### config.mk
export PLATFORM = sky130hd
export DESIGN_NAME = da_sop
export DESIGN_NICKNAME = d
export VERILOG_FILES = /design/src/rtl/da_sop_pkg.sv /design/src/rtl/da_lut.sv /design/src/rtl/da_add_tree.sv /design/src/rtl/da_group.sv /design/src/rtl/da_sop.sv
export SDC_FILE = /design/constraint.sdc
export NUM_CORES = 1
export LEC_CHECK = 0
export ABC_CLOCK_PERIOD_IN_PS = 6700
export BUFFER_PORTS_ARGS = -buffer_cell sky130_fd_sc_hd__buf_2
export CAP_MARGIN = 0
export CORE_MARGIN = 8
export CORE_UTILIZATION = 63
export DETAILED_ROUTE_END_ITERATION = 12
export PLACE_DENSITY = 0.81
export SETUP_SLACK_MARGIN = 0.5
export SYNTH_ARGS = -nofsm -noshare
export SYNTH_HDL_FRONTEND = slang
export SYNTH_SLANG_ARGS = --single-unit
### constraint.sdc
create_clock -name clk -period 6.7 [get_ports clk]
set_input_delay 0.335 -clock clk [delete_from_list [all_inputs] [get_ports clk]]
set_output_delay 0.335 -clock clk [all_outputs]
set_load 0.05 [all_outputs]
### src/rtl/da_sop_pkg.sv
package da_sop_pkg;

    typedef enum logic {
        FMT_UNSIGNED = 1'b0,
        FMT_TWOS     = 1'b1
    } sample_fmt_e;

    // Output width large enough for the exact K-tap sum in either format
    function automatic int sop_out_w(int dw, int cw, int k);
        return dw + cw + $clog2(k) + 1;
    endfunction

    // Width of one table entry: sum of g signed cw-bit coefficients
    function automatic int tbl_w(int cw, int g);
        return cw + $clog2(g);
    endfunction

    function automatic int group_count(int k, int g);
        return (k + g - 1) / g;
    endfunction

    // Table register, bit-merge tree, group-merge tree
    function automatic int pipe_latency(int dw, int k, int g);
        return 1 + $clog2(dw) + $clog2(group_count(k, g));
    endfunction

endpackage

### src/rtl/da_lut.sv
module da_lut #(
    parameter int G  = 4,
    parameter int CW = 8,
    parameter int TW = 10,
    parameter logic [G*CW-1:0] COEFS = '0
) (
    input  logic [G-1:0]          addr,
    output logic signed [TW-1:0]  data
);
    localparam int DEPTH = 1 << G;

    // Entry j: sum of coefficients whose index bit is set in j
    function automatic logic signed [TW-1:0] entry(int j);
        logic signed [TW-1:0] acc;
        acc = '0;
        for (int t = 0; t < G; t++) begin
            if (((j >> t) & 1) == 1)
                acc = acc + TW'($signed(COEFS[t*CW +: CW]));
        end
        return acc;
    endfunction

    logic signed [TW-1:0] rom [DEPTH];

    for (genvar j = 0; j < DEPTH; j++) begin : g_ent
        assign rom[j] = entry(j);
    end

    assign data = rom[addr];

endmodule

### src/rtl/da_add_tree.sv
module da_add_tree #(
    parameter int N = 8,
    parameter int W = 20
) (
    input  logic             clk,
    input  logic             rst,
    input  logic             en,
    input  logic [N*W-1:0]   in_flat,
    output logic [W-1:0]     sum
);
    localparam int LV = $clog2(N);
    localparam int P  = 1 << LV;

    logic [P*W-1:0] padded;

    always_comb begin
        padded = '0;
        padded[N*W-1:0] = in_flat;
    end

    for (genvar lv = 0; lv <= LV; lv++) begin : g_lv
        localparam int CNT = P >> lv;
        logic signed [W-1:0] v [CNT];
        if (lv == 0) begin : g_in
            always_comb begin
                for (int i = 0; i < CNT; i++)
                    v[i] = padded[i*W +: W];
            end
        end else begin : g_add
            always_ff @(posedge clk) begin
                if (rst) begin
                    for (int i = 0; i < CNT; i++) v[i] <= '0;
                end else if (en) begin
                    for (int i = 0; i < CNT; i++)
                        v[i] <= g_lv[lv-1].v[2*i] + g_lv[lv-1].v[2*i+1];
                end
            end
        end
    end

    assign sum = g_lv[LV].v[0];

    if (LV > 0) begin : g_fill
        localparam int FW = $clog2(LV + 1);
        logic [FW-1:0] fill_cnt;
        always_ff @(posedge clk) begin
            if (rst)
                fill_cnt <= '0;
            else if (en && (int'(fill_cnt) < LV))
                fill_cnt <= fill_cnt + 1'b1;
        end

        tree_fill_chk: assert property (@(posedge clk) disable iff (rst)
            (int'(fill_cnt) < LV) |-> (sum == '0));
    end

endmodule

### src/rtl/da_group.sv
module da_group
    import da_sop_pkg::*;
#(
    parameter int          G   = 4,
    parameter int          DW  = 8,
    parameter int          CW  = 8,
    parameter int          OW  = 20,
    parameter sample_fmt_e FMT = FMT_TWOS,
    parameter logic [G*CW-1:0] COEFS = '0
) (
    input  logic              clk,
    input  logic              rst,
    input  logic              en,
    input  logic [G*DW-1:0]   x_flat,
    output logic [OW-1:0]     sum
);
    localparam int TW = tbl_w(CW, G);

    logic [DW*OW-1:0] terms_flat;

    for (genvar b = 0; b < DW; b++) begin : g_bit
        logic [G-1:0]          slice;
        logic signed [TW-1:0]  part;
        logic signed [OW-1:0]  wt;
        logic signed [OW-1:0]  term_q;

        for (genvar t = 0; t < G; t++) begin : g_tap
            assign slice[t] = x_flat[t*DW + b];
        end

        da_lut #(.G(G), .CW(CW), .TW(TW), .COEFS(COEFS)) u_lut (
            .addr (slice),
            .data (part)
        );

        if (FMT == FMT_TWOS && b == DW - 1) begin : g_neg
            assign wt = -(OW'(part) <<< b);
        end else begin : g_pos
            assign wt = OW'(part) <<< b;
        end

        always_ff @(posedge clk) begin
            if (rst)
                term_q <= '0;
            else if (en)
                term_q <= wt;
        end

        assign terms_flat[b*OW +: OW] = term_q;
    end

    da_add_tree #(.N(DW), .W(OW)) u_bits (
        .clk     (clk),
        .rst     (rst),
        .en      (en),
        .in_flat (terms_flat),
        .sum     (sum)
    );

endmodule

### src/rtl/da_sop.sv
module da_sop
    import da_sop_pkg::*;
#(
    parameter int          K   = 8,
    parameter int          DW  = 8,
    parameter int          CW  = 8,
    parameter int          GRP = 4,
    parameter sample_fmt_e FMT = FMT_TWOS,
    parameter logic [K*CW-1:0] COEFS = 64'h40FF_7F80_2D13_F903,
    localparam int         OUT_W = sop_out_w(DW, CW, K)
) (
    input  logic               clk,
    input  logic               rst,
    input  logic               en,
    input  logic [K*DW-1:0]    x_in,
    output logic [OUT_W-1:0]   y_out
);
    localparam int NG   = group_count(K, GRP);
    localparam int PADK = NG * GRP;
    localparam int LAT  = pipe_latency(DW, K, GRP);
    localparam logic [PADK*CW-1:0] COEF_PAD = (PADK*CW)'(COEFS);

    logic [PADK*DW-1:0]  x_pad;
    logic [NG*OUT_W-1:0] grp_flat;

    assign x_pad = (PADK*DW)'(x_in);

    for (genvar g = 0; g < NG; g++) begin : g_grp
        da_group #(
            .G     (GRP),
            .DW    (DW),
            .CW    (CW),
            .OW    (OUT_W),
            .FMT   (FMT),
            .COEFS (COEF_PAD[g*GRP*CW +: GRP*CW])
        ) u_grp (
            .clk    (clk),
            .rst    (rst),
            .en     (en),
            .x_flat (x_pad[g*GRP*DW +: GRP*DW]),
            .sum    (grp_flat[g*OUT_W +: OUT_W])
        );
    end

    da_add_tree #(.N(NG), .W(OUT_W)) u_groups (
        .clk     (clk),
        .rst     (rst),
        .en      (en),
        .in_flat (grp_flat),
        .sum     (y_out)
    );

    // Count of consecutive enabled edges with all-zero samples, saturating
    localparam int ZW = $clog2(LAT + 1);
    logic [ZW-1:0] zero_run;

    always_ff @(posedge clk) begin
        if (rst)
            zero_run <= '0;
        else if (en) begin
            if (x_in != '0)
                zero_run <= '0;
            else if (int'(zero_run) < LAT)
                zero_run <= zero_run + 1'b1;
        end
    end


    reset_clear_chk: assert property (@(posedge clk) disable iff (rst)
        $fell(rst) |-> (y_out == '0));


    hold_when_idle_chk: assert property (@(posedge clk) disable iff (rst)
        !en |=> $stable(y_out));


    zero_flush_chk: assert property (@(posedge clk) disable iff (rst)
        (int'(zero_run) == LAT) |-> (y_out == '0));

endmodule

==> impl_metrics.csv <==
group,metric,value,unit
status,outcome,"finished clean",
setup_path,worstPathArrival,3000,ps
clock_network,ctsResizeCount,0,
clock_network,root_buffer,"clkbuf_16",
logic_synthesis,synth-xor-area-share,5.08,%
clock_network,cts_tree,"yes",
clock_network,cts_buffers,37,
drt,dr.pass1.iters,5,
hold_path,min_to,"g_grp[1].u_grp.g_bit[6].term_q[13]",
die,dieArea,41000,um2
sta,period_minus_slack,2780,ps
logic_synthesis,synth.most_common_cell,"nor2_1",
layout,antenna_cells,0,
logic_synthesis,synth.area.mux_share,4.04,%
global_route,grt_pass1_wl,73600,um
layout,area_growth,9.11,%
logic_synthesis,syn_area_per_cell,10.1,um2
sta,setup_viol,0,
layout,nFillCells,2500,
setup_path,r2r_end,"g_grp[1].u_grp.u_bits.g_lv[1].v[3][19]",
setup_path,crit_chain,"ha_1, fa_1, fa_1, a21o_1, a21oi_1, o21ai_0, a221oi_1, xnor2_1, nor2_1",
drt,vias,15800,
logic_synthesis,yosys.area_share.simple,13.0,%
drt,wl_per_cell,16.4,um
logic_synthesis,synth-edff-count,229,
setup_path,rr_worst_depth,9,
sta,drv_slew,0,
sta,worst_pin_slew,1020,ps
logic_synthesis,synth-compound-area-share,15.9,%
sta,final_hold_viol_count,0,
logic_synthesis,ys_seq_elements,343,
setup_path,critPathRequiredTime,6930,ps
sta,fin_crit_sh,41.5,%
setup_path,rr_startpoint,"g_grp[1].u_grp.g_bit[6].term_q[11]",
run,cap_violations,0,
logic_synthesis,yosys.area.top_type,"edfxtp_1",
clock_network,clock_sinks,343,
layout,final_nets,2575,
power,p_leak,0.0107,uW
drt,first_iter_violations,873,
logic_synthesis,synth_ff_type,"edfxtp_1",
logic_synthesis,yosysSeqAreaShare,41.8,%
sta,slew_headroom,32.3,%
die,num_io_pins,87,
clock_network,insertion_delay,530,ps
clock_network,path_clk_slew,60,ps
layout,drive_above_1_share,7.86,%
hold_path,hp-start,"x_in[62]",
logic_synthesis,synth_top_family_by_area,"adder cells",
die,chipHeight,202,um
setup_path,worst-r2r-setup-slack,3920,ps
die,start_util,63.7,%
sta,grt_setup_unrepaired,"false",
die,core_area,34400,um2
setup_path,path_common_cell,"fa_1",
clock_network,ctsHoldBuffers,0,
layout,post-route-cell-area,23900,um2
drt,wirelength,44400,um
logic_synthesis,yosysTopAreaCellShare,31.4,%
setup_path,cp-start-kind,"register",
clock_network,h-tree-depth,2,
logic_synthesis,synth_top_cells_by_count,"nor2_1 (303), ha_1 (261), edfxtp_1 (229), a21oi_1 (171), dfxtp_1 (114)",
logic_synthesis,yosysWarningCount,0,
logic_synthesis,synth.area.top_cells,"edfxtp_1 (31%), ha_1 (15%), dfxtp_1 (10%)",
logic_synthesis,synthArstFlopShare,0,%
global_route,grt_pass1_vias,15600,
sta,whs,175,ps
place,place_hpwl,32500,um
logic_synthesis,synthCells,2168,
hold_path,hp-class,"primary input to register",
sta,clock.fmax,360,MHz
setup_path,worst_path_largest_cell_delay,450,ps
drt,ant_nets,0,
drt,vias_per_cell,5.84,
global_route,track_usage,21.3,%
setup_path,cp_max_fo,7,
logic_synthesis,synthAdderAreaFrac,17.0,%
setup_path,critPathKind,"register to register",
drt,drc,0,
clock_network,post_cts_buffers,0,
setup_path,slowest_stage,"fa_1",
place,port_buffers,86,
logic_synthesis,syn-cell-area,21900,um2
clock_network,cts_buffer_depth,3,
sta,fin_skew,21.2,ps
die,core.rowCount,68,
sta,tns,0,ps
place,placed_cell_area,22700,um2
power,ir_drop,0.148,mV
hold_path,min_path_cells,3,
global_route,grt-ovfl-total,0,
global_route,grt_start_max_net_pins,143,
logic_synthesis,synth_cell_types,73,
global_route,antenna_found_initial,0,
logic_synthesis,syn_nets,2519,
setup_path,crit_path_end_kind,"register",
place,gp_congestion,0.888,
die,die_w,202,um
power,p_per_area,241,nW/um2
## critical path: cells and delay by family, from the launching register on
family / cells / cell delay (ps)
DFF: 1 / 390
adders and majority gates: 3 / 1080
xor gates and xnor gates: 1 / 160
AOI/OAI and AO/OA: 4 / 790
and+or+nand+nor: 1 / 50
## registers in the layout, summed over array words and instances (netlist names)
signal	flops
u_groups.g_lv.v	20
g_grp.u_grp.g_bit.term_q	114
g_grp.u_grp.u_bits.g_lv.v	209
## per-stage QoR
stage	setup slack, ps	util (%)	instances	power (uW)
6_report	3920	69.5	2707	5750
4_1_cts	3920	69.5	2707	5780
5_1_grt	3740	69.5	2707	6010
3_5_place_dp	3500	65.9	2640	3690
3_3_place_gp	3600	65.9	2640	3640
2_1_floorplan	765	-	2168	3410
## report_power, final
part | total [uW] | internal [uW] | switching, uW | leakage (uW)
Combinational | 1110 | 444 | 663 | 0.00662
Clock | 2090 | 1260 | 823 | 0.000605
Sequential | 2560 | 2450 | 102 | 0.00348
Total | 5750 | 4160 | 1590 | 0.0107
## logic make-up after synthesis
kind of cell	after synthesis
AO/OA/AOI/OAI	540
buffers and inverters	174
adder cells (fa/ha/maj)	284
flip-flops	343
multiplexers	87
XOR/XNOR	127
AND/OR/NAND/NOR	613
## cell usage in the layout (no fill, tap or decap), types with 9 or more instances in the layout
cell type | synthesis | final
buf_2 | 9 | 85
and2_1 | 61 | 61
fa_1 | 23 | 23
a211oi_1 | 85 | 85
clkbuf_16 | 0 | 39
a21o_1 | 66 | 66
a21oi_1 | 171 | 171
buf_4 | 1 | 9
ha_1 | 261 | 261
edfxtp_1 | 229 | 229
o21ai_0 | 90 | 90
nor3b_1 | 9 | 9
nand3_1 | 18 | 18
nand2_1 | 89 | 89
dfxtp_1 | 114 | 114
nor2_1 | 303 | 303
xor2_1 | 61 | 61
a31oi_1 | 12 | 12
o211ai_1 | 14 | 14
nor3_1 | 27 | 27
o21a_1 | 30 | 30
nor2b_1 | 30 | 29
inv_1 | 97 | 96
o21bai_1 | 13 | 13
xnor2_1 | 66 | 66
clkbuf_1 | 60 | 9
mux2_2 | 11 | 11
nand2b_1 | 28 | 27
mux2i_1 | 76 | 76
## worst max path at each step
stage | start | endpoint | slack [ps] | depth (start not counted)
after detailed placement | en | g_grp[1].u_grp.u_bits.g_lv[3].v[0][17] | 3500 | 4
after CTS | g_grp[1].u_grp.g_bit[6].term_q[11] | g_grp[1].u_grp.u_bits.g_lv[1].v[3][19] | 3920 | 9
after global placement | en | g_grp[1].u_grp.u_bits.g_lv[3].v[0][18] | 3600 | 5
after global routing | g_grp[1].u_grp.g_bit[6].term_q[11] | g_grp[1].u_grp.u_bits.g_lv[1].v[3][19] | 3740 | 9
final | g_grp[1].u_grp.g_bit[6].term_q[11] | g_grp[1].u_grp.u_bits.g_lv[1].v[3][19] | 3920 | 9
after floorplan | rst | g_grp[0].u_grp.u_bits.g_lv[1].v[0][0] | 770 | 4
## area by class of cell
class / instances / area, um2 / area share (%)
Clock buffer: 48 / 1010 / 4.22
Multi-Input combinational cell: 1651 / 12100 / 50.5
Inverter: 97 / 372 / 1.55
Timing Repair Buffer: 94 / 493 / 2.06
Clock inverter: 19 / 233 / 0.974
Tap cell: 455 / 569 / 2.38
Sequential cell: 343 / 9160 / 38.3
## metal layers
| metal | global-route usage, % | share of wire (%) |
|---|---|---|
| met2 | 37.6 | 49 |
| met4 | 6.92 | 2.8 |
| met5 | 0 | 0 |
| met1 | 26.8 | 44 |
| met3 | 2.50 | 4.7 |
Note: power is estimated with default switching activity, not from simulation.
